===== config.mk =====
export PLATFORM = sky130hd
export DESIGN_NAME = owire_slot_engine
export DESIGN_NICKNAME = d
export VERILOG_FILES = /design/src/rtl/owire_pkg.sv /design/src/rtl/owire_rst_sync.sv /design/src/rtl/owire_phase_timer.sv /design/src/rtl/owire_bit_shifter.sv /design/src/rtl/owire_slot_ctrl.sv /design/src/rtl/owire_slot_engine.sv
export SDC_FILE = /design/constraint.sdc
export NUM_CORES = 1
export LEC_CHECK = 0
export BUFFER_PORTS_ARGS = -buffer_cell sky130_fd_sc_hd__buf_2
export CAP_MARGIN = 10
export CORE_ASPECT_RATIO = 0.9
export CORE_UTILIZATION = 45
export CTS_CLUSTER_SIZE = 8
export DETAILED_ROUTE_END_ITERATION = 8
export GPL_TIMING_DRIVEN = 0
export HOLD_SLACK_MARGIN = 0.03
export SLEW_MARGIN = 10
export SYNTH_ARGS = -nofsm -noshare
export SYNTH_HDL_FRONTEND = slang
export SYNTH_HIERARCHICAL = 1
export SYNTH_SLANG_ARGS = --single-unit

===== constraint.sdc =====
create_clock -name clk -period 3.56 [get_ports clk]
set_input_delay 0.178 -clock clk [delete_from_list [all_inputs] [get_ports clk]]
set_output_delay 0.178 -clock clk [all_outputs]
set_load 0.05 [all_outputs]

===== src/rtl/owire_pkg.sv =====
package owire_pkg;

  typedef enum logic [1:0] {
    CMD_RESET  = 2'b00,
    CMD_WRITE  = 2'b01,
    CMD_READ   = 2'b10,
    CMD_STRONG = 2'b11
  } cmd_e;

  typedef enum logic [2:0] {
    S_IDLE    = 3'd0,
    S_RST_LOW = 3'd1,
    S_RST_REL = 3'd2,
    S_SLOT    = 3'd3,
    S_DONE    = 3'd4
  } state_e;

endpackage


===== src/rtl/owire_rst_sync.sv =====
module owire_rst_sync #(
  parameter int STAGES = 2
) (
  input  logic clk,
  input  logic arst_n,
  output logic srst_n
);

  logic [STAGES-1:0] chain_q;

  always_ff @(posedge clk or negedge arst_n) begin
    if (!arst_n) begin
      chain_q <= '0;
    end else begin
      chain_q <= {chain_q[STAGES-2:0], 1'b1};
    end
  end

  assign srst_n = chain_q[STAGES-1];

endmodule


===== src/rtl/owire_phase_timer.sv =====
module owire_phase_timer #(
  parameter int CNT_W = 10
) (
  input  logic             clk,
  input  logic             rst_n,
  input  logic             clr,
  input  logic             en,
  output logic [CNT_W-1:0] cnt
);

  logic [CNT_W-1:0] cnt_q;
  logic [CNT_W-1:0] cnt_d;

  always_comb begin
    cnt_d = cnt_q;
    if (clr) begin
      cnt_d = '0;
    end else if (en) begin
      cnt_d = cnt_q + 1'b1;
    end
  end

  always_ff @(posedge clk or negedge rst_n) begin
    if (!rst_n) begin
      cnt_q <= '0;
    end else begin
      cnt_q <= cnt_d;
    end
  end

  assign cnt = cnt_q;

endmodule


===== src/rtl/owire_bit_shifter.sv =====
module owire_bit_shifter #(
  parameter int BITS = 8
) (
  input  logic            clk,
  input  logic            rst_n,
  input  logic            load,
  input  logic [BITS-1:0] load_val,
  input  logic            smp_en,
  input  logic            smp_bit,
  input  logic            shift_en,
  output logic            tx_bit,
  output logic [BITS-1:0] data
);

  logic [BITS-1:0] data_q;
  logic [BITS-1:0] data_d;
  logic            smp_q;
  logic            smp_d;

  always_comb begin
    data_d = data_q;
    smp_d  = smp_q;
    if (load) begin
      data_d = load_val;
    end else if (shift_en) begin
      data_d = {smp_q, data_q[BITS-1:1]};
    end
    if (smp_en) begin
      smp_d = smp_bit;
    end
  end

  always_ff @(posedge clk or negedge rst_n) begin
    if (!rst_n) begin
      data_q <= '0;
      smp_q  <= 1'b0;
    end else begin
      data_q <= data_d;
      smp_q  <= smp_d;
    end
  end

  assign tx_bit = data_q[0];
  assign data   = data_q;

endmodule


===== src/rtl/owire_slot_ctrl.sv =====
module owire_slot_ctrl
  import owire_pkg::*;
#(
  parameter int T_RST_LOW    = 512,
  parameter int T_RST_SAMPLE = 100,
  parameter int T_RST_REL    = 512,
  parameter int T_W0_LOW     = 80,
  parameter int T_W1_LOW     = 8,
  parameter int T_RD_LOW     = 2,
  parameter int T_SLOT       = 90,
  parameter int T_RD_SAMPLE  = 8,
  parameter int BITS         = 8,
  parameter int CNT_W        = 10,
  parameter int IDX_W        = 3
) (
  input  logic             clk,
  input  logic             rst_n,
  input  logic             start,
  input  logic [1:0]       cmd,
  input  logic [CNT_W-1:0] cnt,
  input  logic             tx_bit,
  input  logic             din,
  output logic             tmr_clr,
  output logic             tmr_en,
  output logic             sh_load,
  output logic             sh_smp,
  output logic             sh_shift,
  output logic             bus_low,
  output logic             strong_on,
  output logic             valid,
  output logic             presence,
  output logic [1:0]       op
);

  localparam logic [CNT_W-1:0] L_RL_END   = CNT_W'(T_RST_LOW - 1);
  localparam logic [CNT_W-1:0] L_RS_PT    = CNT_W'(T_RST_SAMPLE);
  localparam logic [CNT_W-1:0] L_RR_END   = CNT_W'(T_RST_REL - 1);
  localparam logic [CNT_W-1:0] L_W0       = CNT_W'(T_W0_LOW);
  localparam logic [CNT_W-1:0] L_W1       = CNT_W'(T_W1_LOW);
  localparam logic [CNT_W-1:0] L_RDL      = CNT_W'(T_RD_LOW);
  localparam logic [CNT_W-1:0] L_SMP      = CNT_W'(T_RD_SAMPLE);
  localparam logic [CNT_W-1:0] L_SLOT     = CNT_W'(T_SLOT);
  localparam logic [CNT_W-1:0] L_SLOT_END = CNT_W'(T_SLOT - 1);
  localparam logic [IDX_W-1:0] L_IDX_LAST = IDX_W'(BITS - 1);

  state_e           state_q, state_d;
  cmd_e             op_q, op_d;
  logic [IDX_W-1:0] idx_q, idx_d;
  logic             strong_q, strong_d;
  logic             pres_q, pres_d;
  logic [CNT_W-1:0] low_len;

  always_comb begin
    state_d  = state_q;
    op_d     = op_q;
    idx_d    = idx_q;
    strong_d = strong_q;
    pres_d   = pres_q;
    tmr_clr  = 1'b0;
    tmr_en   = 1'b1;
    sh_load  = 1'b0;
    sh_smp   = 1'b0;
    sh_shift = 1'b0;
    valid    = 1'b0;
    case (state_q)
      S_IDLE: begin
        tmr_clr = 1'b1;
        if (start) begin
          op_d     = cmd_e'(cmd);
          idx_d    = '0;
          strong_d = 1'b0;
          pres_d   = 1'b0;
          sh_load  = 1'b1;
          case (cmd_e'(cmd))
            CMD_RESET:  state_d = S_RST_LOW;
            CMD_WRITE:  state_d = S_SLOT;
            CMD_READ:   state_d = S_SLOT;
            default: begin
              strong_d = 1'b1;
              state_d  = S_DONE;
            end
          endcase
        end
      end
      S_RST_LOW: begin
        if (cnt == L_RL_END) begin
          tmr_clr = 1'b1;
          state_d = S_RST_REL;
        end
      end
      S_RST_REL: begin
        if (cnt == L_RS_PT) begin
          pres_d = ~din;
        end
        if (cnt == L_RR_END) begin
          tmr_clr = 1'b1;
          state_d = S_DONE;
        end
      end
      S_SLOT: begin
        if (cnt == L_SMP) begin
          sh_smp = 1'b1;
        end
        if (cnt == L_SLOT_END) begin
          sh_shift = 1'b1;
          tmr_clr  = 1'b1;
          if (idx_q == L_IDX_LAST) begin
            state_d = S_DONE;
          end else begin
            idx_d = idx_q + 1'b1;
          end
        end
      end
      S_DONE: begin
        valid   = 1'b1;
        tmr_clr = 1'b1;
        state_d = S_IDLE;
      end
      default: begin
        state_d = S_IDLE;
      end
    endcase
  end

  always_ff @(posedge clk or negedge rst_n) begin
    if (!rst_n) begin
      state_q  <= S_IDLE;
      op_q     <= CMD_RESET;
      idx_q    <= '0;
      strong_q <= 1'b0;
      pres_q   <= 1'b0;
    end else begin
      state_q  <= state_d;
      op_q     <= op_d;
      idx_q    <= idx_d;
      strong_q <= strong_d;
      pres_q   <= pres_d;
    end
  end

  always_comb begin
    if (op_q == CMD_READ) begin
      low_len = L_RDL;
    end else if (tx_bit) begin
      low_len = L_W1;
    end else begin
      low_len = L_W0;
    end
  end

  assign bus_low   = (state_q == S_RST_LOW) || ((state_q == S_SLOT) && (cnt < low_len));
  assign strong_on = strong_q;
  assign presence  = pres_q;
  assign op        = op_q;

  AST_SLOT_BOUND: assert property (@(posedge clk) disable iff (!rst_n)
    (state_q == S_SLOT) |-> (cnt < L_SLOT));

  AST_IDX_BOUND: assert property (@(posedge clk) disable iff (!rst_n)
    (state_q != S_SLOT) |=> ((state_q != S_SLOT) || (idx_q == '0) || $stable(idx_q) || (idx_q == $past(idx_q) + 1'b1)));

  AST_START_IGNORED: assert property (@(posedge clk) disable iff (!rst_n)
    ((state_q != S_IDLE) && start) |=> $stable(op_q));

  AST_VALID_PULSE: assert property (@(posedge clk) disable iff (!rst_n)
    valid |=> !valid);

endmodule


===== src/rtl/owire_slot_engine.sv =====
module owire_slot_engine
  import owire_pkg::*;
#(
  parameter int T_RST_LOW    = 512,
  parameter int T_RST_SAMPLE = 100,
  parameter int T_RST_REL    = 512,
  parameter int T_W0_LOW     = 80,
  parameter int T_W1_LOW     = 8,
  parameter int T_RD_LOW     = 2,
  parameter int T_SLOT       = 90,
  parameter int T_RD_SAMPLE  = 8,
  parameter int BITS         = 8
) (
  input  logic            clk,
  input  logic            rst_n,
  input  logic            op_start,
  input  logic [1:0]      op_cmd,
  input  logic [BITS-1:0] op_wdata,
  output logic            bus_oe,
  output logic            bus_dout,
  input  logic            bus_din,
  output logic [BITS-1:0] op_result,
  output logic            op_valid
);

  localparam int MAX_RST = (T_RST_LOW > T_RST_REL) ? T_RST_LOW : T_RST_REL;
  localparam int MAX_T   = (MAX_RST > T_SLOT) ? MAX_RST : T_SLOT;
  localparam int CNT_W   = $clog2(MAX_T + 1);
  localparam int IDX_W   = (BITS > 1) ? $clog2(BITS) : 1;

  logic             srst_n;
  logic [CNT_W-1:0] cnt;
  logic             tmr_clr, tmr_en;
  logic             sh_load, sh_smp, sh_shift;
  logic             tx_bit;
  logic [BITS-1:0]  sh_data;
  logic             bus_low, strong_on, presence;
  logic [1:0]       op;

  owire_rst_sync #(.STAGES(2)) u_rst (
    .clk    (clk),
    .arst_n (rst_n),
    .srst_n (srst_n)
  );

  owire_phase_timer #(.CNT_W(CNT_W)) u_timer (
    .clk   (clk),
    .rst_n (srst_n),
    .clr   (tmr_clr),
    .en    (tmr_en),
    .cnt   (cnt)
  );

  owire_bit_shifter #(.BITS(BITS)) u_shift (
    .clk      (clk),
    .rst_n    (srst_n),
    .load     (sh_load),
    .load_val (op_wdata),
    .smp_en   (sh_smp),
    .smp_bit  (bus_din),
    .shift_en (sh_shift),
    .tx_bit   (tx_bit),
    .data     (sh_data)
  );

  owire_slot_ctrl #(
    .T_RST_LOW    (T_RST_LOW),
    .T_RST_SAMPLE (T_RST_SAMPLE),
    .T_RST_REL    (T_RST_REL),
    .T_W0_LOW     (T_W0_LOW),
    .T_W1_LOW     (T_W1_LOW),
    .T_RD_LOW     (T_RD_LOW),
    .T_SLOT       (T_SLOT),
    .T_RD_SAMPLE  (T_RD_SAMPLE),
    .BITS         (BITS),
    .CNT_W        (CNT_W),
    .IDX_W        (IDX_W)
  ) u_ctrl (
    .clk       (clk),
    .rst_n     (srst_n),
    .start     (op_start),
    .cmd       (op_cmd),
    .cnt       (cnt),
    .tx_bit    (tx_bit),
    .din       (bus_din),
    .tmr_clr   (tmr_clr),
    .tmr_en    (tmr_en),
    .sh_load   (sh_load),
    .sh_smp    (sh_smp),
    .sh_shift  (sh_shift),
    .bus_low   (bus_low),
    .strong_on (strong_on),
    .valid     (op_valid),
    .presence  (presence),
    .op        (op)
  );

  assign bus_oe   = bus_low | strong_on;
  assign bus_dout = strong_on & ~bus_low;

  always_comb begin
    case (cmd_e'(op))
      CMD_RESET:  op_result = {{(BITS-1){1'b0}}, presence};
      CMD_STRONG: op_result = '0;
      default:    op_result = sh_data;
    endcase
  end

  AST_STRONG_PINS: assert property (@(posedge clk) disable iff (!srst_n)
    strong_on |-> (bus_oe && bus_dout));

  AST_RELEASED_AT_VALID: assert property (@(posedge clk) disable iff (!srst_n)
    (op_valid && !strong_on) |-> !bus_oe);

  AST_LOW_ENDS_CLEAN: assert property (@(posedge clk) disable iff (!srst_n)
    $fell(bus_low) |-> !op_valid);

endmodule


== After elaboration in Yosys (flattened, before gate mapping) ==
Cells that the tools add are included.

* Add/sub/neg operators: 2
* $lt $le $gt $ge: 1
* Eq/ne operators: 20
* Mux-type cells: 30
* Bitwise operators: 4
* Reduce and logical (&&, ||, !) cells: 16

{| class="wikitable"
|+ Operators by type and width
! kind !! number
|-
| $mux 3 || 8
|-
| $eq 10x7->1 const B || 2
|-
| $mux 10 || 2
|-
| $mux 8 || 2
|-
| $pmux 8 s2 || 1
|-
| $pmux 3 s2 || 2
|-
| $pmux 3 s4 || 1
|-
| $mux 1 || 11
|-
| $add 10x1->10 const B || 1
|-
| $eq 10x4->1 const B || 1
|-
| $eq 10x9->1 const B || 1
|-
| $lt 10x10->1 || 1
|-
| $ne 2x1->1 const B || 5
|-
| $mux 7 || 1
|-
| $eq 2x2->1 const B || 3
|-
| $eq 3x2->1 const B || 2
|-
| $eq 3x3->1 const B || 2
|-
| $reduce_bool 2->1 || 3
|-
| $reduce_or 2->1 || 3
|-
| $reduce_and 5->1 || 1
|-
| $logic_not 2->1 || 2
|-
| $ne 2x2->1 const B || 2
|-
| $reduce_and 4->1 || 1
|-
| $add 3x1->3 const B || 1
|-
| 13 further kinds || 14
|}

* Register bits after elaboration: 31
* Bits of input ports: 14
* Output and inout port bits: 11
* Word-level logic and storage cells: 82

== Logic depth before layout (Yosys ltp) ==
Gate-level depths: netlist of the first run.

* Word-level depth: 7
* Mapped depth: 7
* Mapped depth without buffers: 7

== Modules after synthesis ==
Netlist of the first run, hierarchy kept.

{| class="wikitable"
|+ By module, submodules not included
! module !! instances !! cells an instance !! area an instance (µm²) !! sequential area each (µm²)
|-
| owire_slot_ctrl || 1 || 84 || 844.6 || 250.2
|-
| owire_phase_timer || 1 || 47 || 495.5 || 250.2
|-
| owire_bit_shifter || 1 || 37 || 416.6 || 225.2
|-
| owire_slot_engine || 1 || 15 || 88.8 || 0.0
|-
| owire_rst_sync || 1 || 3 || 53.8 || 50.0
|}

== Least setup slack after synthesis of the first run ==
No wires, ideal clock.

* Path kind: register to output
* Start: register u_timer.cnt_q[2], in the netlist u_timer/cnt[2]
* End: output port bus_oe
* Arrival: 2.023 ns
* Required time: 3.382 ns
* Setup slack: 1.359 ns
* Cell stages (with the launch flop): 6
* Path buffers: 0
* Cells stage by stage: dfrtp_1 or4b_1 a21o_1 a211o_1 a31oi_1 or2_1

* Word-level cells in the longest chain between the ends: 4

{| class="wikitable"
|+ RTL lines
! what !! line !! text
|-
| start: declaration || owire_phase_timer.sv:11 || <nowiki>logic [CNT_W-1:0] cnt_q;</nowiki>
|-
| start signal: assignment || owire_phase_timer.sv:27 || <nowiki>cnt_q <= cnt_d;</nowiki>
|-
| $lt 10x10->1 || owire_slot_ctrl.sv:151 || <nowiki>assign bus_low = (state_q == S_RST_LOW) || ((state_q == S_SLOT) && (cnt < low_len));</nowiki>
|-
| $logic_and 1x1->1 || owire_slot_ctrl.sv:151 ||
|-
| $logic_or 1x1->1 || owire_slot_ctrl.sv:151 ||
|-
| via bus_low || owire_slot_engine.sv:37 || <nowiki>logic bus_low, strong_on, presence;</nowiki>
|-
| $or 1x1->1 || owire_slot_engine.sv:98 || <nowiki>assign bus_oe = bus_low | strong_on;</nowiki>
|-
| end: declaration || owire_slot_engine.sv:19 || <nowiki>output logic bus_oe,</nowiki>
|}

The timed path passes the listed nets, and every way through them passes these cells.

== Final worst setup path of the first run ==
* Start: register u_timer.cnt_q[1], in the netlist u_timer/cnt[1]
* End: output port bus_oe

The elaborated chain is that of the path after synthesis.

==> summary.md, run 1 <==
| Metric | Value |
|---|---|
| Die height | 63.6 um |
| Crit path time final | 2.61 ns |
| Setup TNS | 0 ns |
| Max Fanout on Critical Path | 9 |
| H-tree levels | 2 |
| Type of the most critical hold path | in2reg |
| Sequential share of power | 32.3% |
| Drt pass-1 iters | 5 |
| Gpl congestion | 0.709 |
| Max-slew violations | 0 |
| First-pass GRT wire length | 6.74 mm |
| GRT overflow | 0 |
| Vias per Instance | 5.79 |
| Crit. Startpoint | u_timer/cnt[1] |
| Largest net degree at the start of global routing | 30 |
| RSZ-0062 raised after global routing | false |
| Crit path DAT | 2.43 ns |
| FF-to-FF End | u_timer/cnt[2] |
| Critical Path Max Stage Delay | 0.57 ns |
| Post-synthesis sequential area ratio | 40.8% |
| Combinational Power Share | 51.7% |
| Antenna-violating nets left | 0 |
| Leak | 1.01 nW |
| 1st-iter DRT viols | 101 |
| Syn nets | 208 |
| Routed len/inst | 14.7 um |
| Final hold violation count | 0 |
| VDD IR-drop max | 0.289 mV |
| Clock Pin Slew Worst Setup and Hold Paths | 0.06 ns |
| Crit. End Element | output pin |
| Initial antenna violation count | 0 |
| Fin crit share | 73.3% |
| Switching share of power | 46.5% |
| Core Area | 0.00407 sq mm |
| Antenna diode count | 0 |
| Chip Width | 70.5 um |
| Final nets | 240 |
| Placed wire-length estimate | 2.89 mm |
| R2R setup slack | 1.37 ns |
| Placed insts | 258 |
| Worst flop-to-flop path startpoint | u_timer/cnt[1] |
| Synth area leaders | dfrtp_1, ha_1, mux2i_1, nand2_1, and2_1 |
| Clk_lat worst skew | 0.28 ns |
| Int Pwr | 0.926 mW |
| Yosys top cell area share | 40.8% |
| Synth Cell Area | 0.00190 sq mm |
| Number of global-route vias before repair | 1,461 |
| Clk sinks | 31 |
| Via count | 1,541 |
| Share of cells above drive strength 1 | 25.7% |
| P_sw | 0.805 mW |
| Post-synth top flop | dfrtp_1 |
| PortBufs | 24 |
| Synthesis Warnings | 6 |
| Postcts setup bufs | 0 |
| Slew headroom | 56.8% |
| WL final | 3.92 mm |
| Num CTS Buffers | 5 |
| Status | finished, final reports clean |
| Layout area overhead | 14.7% |
| Worst r2r path cells | 6 |
| Gr usage total | 19.5% |
| Slowest-stage cell, CP | or4b_1 |
| Worst Tran Pin Value | 0.648 ns |
| Worst-path cell chain | or4b_1 -> a21o_1 -> a211o_1 -> a31oi_1 -> or2_1 -> buf_2 |
| Synth area leader | dfrtp_1 |
| CTS Hold Bufs | 1 |
| PD cells | 795 mW/mm^2 |
| Max Freq | 383 MHz |
| Gate Count Post-Synth | 186 |
| Flop and latch count out of synthesis | 31 |
| Clock tree buffer depth | 2 |
| Mean Syn Cell Area | 10.2 sq um |
| Die Area | 0.00448 sq mm |
| Final Setup Violations | 0 |
| Non-Filler Instances | 266 |
| Post-layout util | 53.5% |
| Root buffer cell | clkbuf_8 |
| CTS tree | done |
| Post-synth EDFFs | 0 |
| Remaining DRCs | 0 |
| Post-CTS Resized | 0 |
| # fillers | 378 |
| Clock network fraction of total power | 16.0% |
| Site Rows | 22 |
| # Max-Cap Violations | 0 |
| Initial core utilization | 46.6% |
| IO Pins | 25 |
| Critical path class | reg2out |
| Post-synth ARST share | 100% |
| Layout Skew | 0.00608 ns |
| Setup crit end | bus_oe |
| Distinct cells, synth | 55 |
| Crit start category | flip-flop |
| Worst EP required | 3.38 ns |
-- stage by stage --
stage	area, sq um	total power [mW]	setup WS (ns)	hold WS, ns
final	2180	1.73	0.949	0.0826
after global routing	2180	1.85	0.794	0.0853
after CTS	2180	1.75	0.887	0.0755
after detailed placement	2080	1.47	1.20	-0.0354
after global placement	2080	1.43	1.29	-0.0372
after floorplan	1900	1.26	1.36	-0.118
-- metal layers --
metal	up-vias	global-route usage (%)	wire length, um
li1	735	-	-
met1	771	25.0	1820
met2	33	31.3	1900
met3	2	4.96	184
met4	0	7.91	23
met5	-	0	0
-- power by group through the flow --
stage               Sequential (mW)  Combinational, mW  Clock (mW)
floorplan                     0.525              0.735           0
global placement              0.553              0.876           0
detailed placement            0.566              0.900           0
CTS                           0.559              0.902       0.289
global route                  0.575              0.972       0.303
finish                        0.558              0.896       0.277
-- critical path, delay by kind of cell (launching register included) --
family	cells	cell delay, ns
AOI/OAI and AO/OA	3	0.70
and+or+nand+nor	2	0.70
DFF	1	0.51
buffers and inverters	1	0.25
-- layout make-up --
| cell class | count | area, sq um | share of cell area (%) |
|---|---|---|---|
| buffer | 9 | 68.8 | 3.16 |
| clock buffer | 6 | 82.6 | 3.79 |
| clock inverter | 1 | 5.00 | 0.230 |
| inverter | 6 | 22.5 | 1.03 |
| multi-input combinational | 140 | 1030 | 47.4 |
| sequential | 31 | 777 | 35.7 |
| tap | 48 | 60.1 | 2.76 |
| timing repair buffer | 25 | 130 | 5.97 |
-- layout by cell type (no fill, tap or decap), types with 2 or more instances in the layout --
cell type,synthesis,layout
or4_1,3,3
a211o_1,2,2
nor2_1,12,12
nor3_1,2,2
nand3b_1,2,2
o21ai_0,3,3
conb_1,2,2
and2_1,8,8
o21ai_1,8,8
xnor2_1,2,2
mux2i_1,10,10
nand2_1,18,18
buf_2,1,25
xor2_1,3,3
o21a_1,2,2
inv_1,6,6
mux2_2,4,4
nand2b_1,3,3
nand3_1,3,3
clkbuf_8,0,6
a31oi_1,2,2
o22ai_1,2,2
nor4_1,2,2
nand4_1,3,3
buf_4,5,5
a21oi_1,5,5
and3_1,2,2
ha_1,8,8
mux2_4,3,3
o31ai_1,3,3
buf_6,2,2
dfrtp_1,31,30
-- cells by family after synthesis --
family / share of synthesized area (%)
AOI/OAI and AO/OA: 12.6
xor gates and xnor gates: 2.31
adders and majority gates: 5.27
DFF: 40.8
muxes: 10.6
buffers and inverters: 4.81
and+or+nand+nor: 23.1
other: 0.395
-- registers in the layout, indices dropped and copies added, names as in the netlist, 2 cells and up --
register and count:
u_ctrl/state_q 3, u_timer/cnt 10, u_ctrl/idx_q 3, u_shift/data 8, u_ctrl/op 2, u_rst/chain_q 2
-- worst min-delay path by stage --
stage,from,to,slack (ns),depth (start not counted)
2_1_floorplan,rst_n,u_rst/chain_q[0],-0.12,0
3_3_place_gp,rst_n,u_rst/chain_q[0],-0.04,1
3_5_place_dp,rst_n,u_rst/chain_q[1],-0.04,1
4_1_cts,bus_din,u_ctrl/presence,0.08,2
5_1_grt,bus_din,u_ctrl/presence,0.09,2
6_report,bus_din,u_ctrl/presence,0.08,2
-- synthesized netlist by cell type, types with 2 or more instances --
cell type / number
o21ai_1: 8
o21a_1: 2
nand2b_1: 3
ha_1: 8
and2_1: 8
dfrtp_1: 31
a31oi_1: 2
nor4_1: 2
nor3_1: 2
xnor2_1: 2
mux2i_1: 10
a211o_1: 2
o31ai_1: 3
and3_1: 2
nand3_1: 3
buf_4: 5
or4_1: 3
nand2_1: 18
mux2_4: 3
nor2_1: 12
nand4_1: 3
xor2_1: 3
buf_6: 2
mux2_2: 4
o21ai_0: 3
a21oi_1: 5
conb_1: 2
o22ai_1: 2
nand3b_1: 2
inv_1: 6
Power figures use the tool's default switching activity.
==> run 2, diff against run 1 <==
==> constraint.sdc (replaced) <==
create_clock -name clk -period 2.5 [get_ports clk]
set_input_delay 0.125 -clock clk [delete_from_list [all_inputs] [get_ports clk]]
set_output_delay 0.125 -clock clk [all_outputs]
set_load 0.05 [all_outputs]
==> summary.md, run 2 (synthesized netlist as in run 1, its figures left out) <==
| Metric | Value |
|---|---|
| Placed wire-length estimate | 2.89 mm |
| Chip Width | 70.5 um |
| Crit path depth | 6 |
| Leak | 1.04 nW |
| VDD IR-drop max | 0.433 mV |
| WL final | 3.98 mm |
| Buf/Inv on CP | 1 |
| Commonest non-fill, non-tap cells in the layout | dfrtp_1, buf_2, nand2_1 |
| Clock Pin Slew Worst Setup and Hold Paths | 0.06 ns |
| Final hold violation count | 0 |
| Gpl congestion | 0.709 |
| Critical Path Max Stage Delay | 0.51 ns |
| GRT overflow | 0 |
| Largest net degree at the start of global routing | 30 |
| Critical path class | reg2out |
| PortBufs | 24 |
| CP top delay family | compound AO/OA/AOI/OAI gates |
| Antenna-violating nets left | 0 |
| Drt pass-1 iters | 4 |
| Initial antenna violation count | 0 |
| Worst EP required | 2.38 ns |
| Core Area | 0.00407 sq mm |
| Share of cells above drive strength 1 | 28.6% |
| Crit path DAT | 2.23 ns |
| H-tree levels | 2 |
| Worst flop-to-flop path startpoint | u_timer/cnt[1] |
| Remaining DRCs | 0 |
| Final nets | 246 |
| First-pass GRT wire length | 6.76 mm |
| Via count | 1,537 |
| Number of global-route vias before repair | 1,468 |
| Layout Skew | 0.00601 ns |
| Max FFs per register | 10 |
| 1st-iter DRT viols | 79 |
| CTS tree | done |
| R2R setup slack | 0.28 ns |
| Root buffer cell | clkbuf_8 |
| Max-slew violations | 0 |
| Final hold slack | 0.0569 ns |
| Commonest non-fill, non-tap cell in the layout | dfrtp_1 |
| Max Fanout on Critical Path | 6 |
| Hold depth | 3 |
| Initial core utilization | 46.6% |
| Type of the most critical hold path | in2reg |
| Crit start category | flip-flop |
| # Max-Cap Violations | 0 |
| Site Rows | 22 |
| Worst Tran Pin Value | 0.655 ns |
| Clk sinks | 31 |
| Crit. Startpoint | u_timer/cnt[2] |
| Num CTS Buffers | 5 |
| Crit path time final | 2.36 ns |
| Non-Filler Instances | 272 |
| Slowest-stage cell, CP | or4b_1 |
| Vias per Instance | 5.65 |
| Worst r2r path cells | 7 |
| Placed insts | 258 |
| Die Area | 0.00448 sq mm |
| RSZ-0062 raised after global routing | false |
| Fin crit share | 94.3% |
| Status | finished, final reports clean |
| Worst-path cell chain | or4b_1 -> a21o_1 -> a211o_1 -> a31oi_2 -> or2_1 -> buf_4 |
| FF-to-FF End | u_timer/cnt[2] |
| Setup TNS | 0 ns |
| Gr usage total | 19.5% |
| Clk_lat worst skew | 0.28 ns |
| Setup crit end | bus_oe |
| Slew headroom | 56.3% |
| Final Setup Violations | 0 |
| IO Pins | 25 |
| Routed len/inst | 14.6 um |
| PD cells | 1120 mW/mm^2 |
| Antenna diode count | 0 |
| Crit. End Element | output pin |
| Layout area overhead | 17.8% |
| Die height | 63.6 um |
| Max Freq | 424 MHz |
| Clock tree buffer depth | 2 |
[run 2: cell count changes in the layout (fill, tap and decap cells not counted)]
cell           delta
buf_2             -1
buf_4             +6
dlygate4sd3_1     +1
a31oi_2           +1
dfrtp_2           +2
a31oi_1           -1
dfrtp_1           -2
[run 2: final cells by class]
type | count | area (sq um)
buffer | 9 | 68.8
clock inverter | 1 | 5.00
tap | 48 | 60.1
multi-input combinational | 140 | 1040
timing repair buffer | 31 | 180
inverter | 6 | 22.5
fill | 377 | 1840
sequential | 31 | 779
clock buffer | 6 | 82.6
[run 2: per-layer routing]
metal	GRT usage, %	vias up	part of all wire, %
met5	0	-	0
met4	7.91	0	1.2
met3	4.96	6	4.6
met2	31.3	35	47
met1	25.1	754	47
li1	-	742	-
[run 2: timing repair]
action                                  in CTS  in global routing
hold endpoints to repair                     3                  0
endpoints found under the setup margin       2                  2
gates resized for setup                      3                  1
buffers inserted                             1                  4
hold buffers                                 2                  0
[run 2: worst min path at each step]
stage,to,startpoint,slack (ns)
floorplan,u_rst/chain_q[0],rst_n,-0.17
global placement,u_rst/chain_q[0],rst_n,-0.09
detailed placement,u_rst/chain_q[1],rst_n,-0.09
CTS,u_shift/data[3],op_wdata[3],0.05
global route,u_shift/data[5],op_wdata[5],0.06
finish,u_shift/data[4],op_wdata[4],0.06
[run 2: report_power, final]
part	total [mW]	internal (mW)	switching [mW]	leakage [nW]
clock network	0.396	0.216	0.180	0.0470
logic	1.34	0.496	0.843	0.589
registers	0.777	0.639	0.137	0.400
[run 2: metrics by stage]
stage	power [mW]	util, %	worst slack [ns]	cell area, sq um
floorplan	1.79	-	0.352	1900
global route	2.68	54.9	0.0320	2240
CTS	2.51	54.0	0.0174	2200
detailed placement	2.09	51.0	0.196	2080
finish	2.51	54.9	0.142	2240
global placement	2.03	51.0	0.279	2080
[run 2: tightest hold or removal path, cell delays in order]
cell	delay, ns
buf_2	0.07
nand2_1	0.04
o21ai_1	0.06
==> run 3, diff against run 2 <==
==> constraint.sdc (replaced) <==
create_clock -name clk -period 2.5 [get_ports clk]
set_input_delay 0 -clock clk [delete_from_list [all_inputs] [get_ports clk]]
set_output_delay 0 -clock clk [all_outputs]
set_load 0.05 [all_outputs]
==> summary.md, run 3 (synthesized netlist as in run 1, its figures left out) <==
| Metric | Value |
|---|---|
| Num CTS Buffers | 5 |
| Via count | 1,591 |
| Remaining DRCs | 0 |
| Crit start category | flip-flop |
| Fin crit share | 94.3% |
| Worst EP required | 2.50 ns |
| Core Area | 0.00407 sq mm |
| CTS tree | done |
| Site Rows | 22 |
| Placed insts | 258 |
| Max Fanout on Critical Path | 9 |
| Die Area | 0.00448 sq mm |
| Final hold violation count | 0 |
| 1st-iter DRT viols | 80 |
| Number of global-route vias before repair | 1,524 |
| Slowest-stage cell, CP | or4b_1 |
| Max-slew violations | 0 |
| Largest net degree at the start of global routing | 30 |
| Type of the most critical hold path | in2reg |
| Placed wire-length estimate | 2.89 mm |
| PD cells | 1080 mW/mm^2 |
| IO Pins | 25 |
| GRT overflow | 0 |
| First-pass GRT wire length | 7.02 mm |
| Max FFs per register | 10 |
| H-tree levels | 2 |
| Layout Skew | 0.00507 ns |
| Vias per Instance | 5.72 |
| Commonest non-fill, non-tap cells in the layout | dfrtp_1, buf_2, nand2_1 |
| Worst-path cell chain | or4b_1 -> a21o_1 -> a211o_1 -> a31oi_1 -> or2_1 -> clkbuf_4 |
| Status | finished, final reports clean |
| Crit path DAT | 2.36 ns |
| Clock Pin Slew Worst Setup and Hold Paths | 0.06 ns |
| Final nets | 252 |
| Critical path class | reg2out |
| Die height | 63.6 um |
| Non-Filler Instances | 278 |
| WL final | 4.05 mm |
| Drt pass-1 iters | 4 |
| Buf/Inv on CP | 1 |
| Clk sinks | 31 |
| Antenna diode count | 0 |
| Worst Tran Pin Value | 0.633 ns |
| VDD IR-drop max | 0.419 mV |
| Critical Path Max Stage Delay | 0.54 ns |
| Routed len/inst | 14.6 um |
| PortBufs | 24 |
| Crit path time final | 2.36 ns |
| Max Freq | 424 MHz |
| Leak | 1.05 nW |
| Slew headroom | 57.8% |
| Gpl congestion | 0.709 |
| Commonest non-fill, non-tap cell in the layout | dfrtp_1 |
| Chip Width | 70.5 um |
| CP top delay family | compound AO/OA/AOI/OAI gates |
| Root buffer cell | clkbuf_8 |
| # fillers | 371 |
| Layout area overhead | 21.3% |
| Final Setup Violations | 0 |
| Postcts setup bufs | 0 |
| Clock tree buffer depth | 2 |
| RSZ-0062 raised after global routing | false |
| Initial core utilization | 46.6% |
| Crit. End Element | output pin |
| # Max-Cap Violations | 0 |
| Setup TNS | 0 ns |
| Gr usage total | 20.3% |
| Antenna-violating nets left | 0 |
| Clk_lat worst skew | 0.28 ns |
| Share of cells above drive strength 1 | 25.2% |
| Initial antenna violation count | 0 |
[run 3: cell types whose count changed in the layout (fill, tap and decap cells not counted), sizes merged]
| cell | before | now |
|---|---|---|
| buf | 37 | 31 |
| dlygate4sd3 | 2 | 13 |
| clkbuf | 7 | 8 |
[run 3: layout make-up]
class	count	area, sq um	share of cell area, %
multi-input combinational	140	1030	44.8
sequential	31	779	33.8
timing repair buffer	37	253	11.0
clock buffer	6	82.6	3.59
buffer	9	68.8	2.99
tap	48	60.1	2.61
inverter	6	22.5	0.978
clock inverter	1	5.00	0.217
[run 3: timing repair]
action | 4_1_cts | 5_1_grt
resized for setup | 0 | 3
hold buffers | 13 | 0
endpoints found under the hold margin | 14 | 0
endpoints found under the setup margin | 0 | 1
[run 3: where the power goes]
part,internal (mW),total [mW],leakage [nW],switching (mW)
clock,0.216,0.392,0.0470,0.177
combinational,0.484,1.30,0.607,0.815
sequential,0.640,0.799,0.400,0.160
total,1.34,2.49,1.05,1.15
[run 3: worst paths after layout]
check	slack, ns	end	cells past startpoint	start
min in group asynchronous	0.29	u_timer/cnt[3]	0	u_rst/chain_q[1]
hold reg to reg	0.29	u_timer/cnt[3]	0	u_rst/chain_q[1]
setup reg to reg	0.36	u_timer/cnt[2]	6	u_timer/cnt[1]
max in group asynchronous	1.76	u_timer/cnt[2]	0	u_rst/chain_q[1]
setup / recovery	0.14	bus_oe	6	u_timer/cnt[1]
hold / removal	0.14	u_ctrl/state_q[2]	3	op_start
[run 3: per-layer routing]
| metal | routed length [um] | track usage, % | vias to the layer above |
|---|---|---|---|
| li1 | - | - | 755 |
| met4 | 40 | 8.16 | 0 |
| met5 | 0 | 0 | - |
| met1 | 1890 | 25.8 | 800 |
| met2 | 1980 | 33.1 | 31 |
| met3 | 140 | 4.96 | 5 |
[run 3: worst min-delay path, stage by stage]
cell and delay, ns:
buf_2 0.11, and3_1 0.16, o21a_1 0.11
[run 3: through the flow]
stage	power (mW)	hold WS (ns)	setup WS, ns	util (%)	cell area, sq um
after global placement	2.03	-0.215	0.380	51.0	2080
after floorplan	1.79	-0.296	0.477	-	1900
after global routing	2.66	0.170	0.0113	56.5	2300
after detailed placement	2.09	-0.213	0.317	51.0	2080
after CTS	2.51	0.123	0.00451	56.4	2300
final	2.49	0.140	0.143	56.5	2300
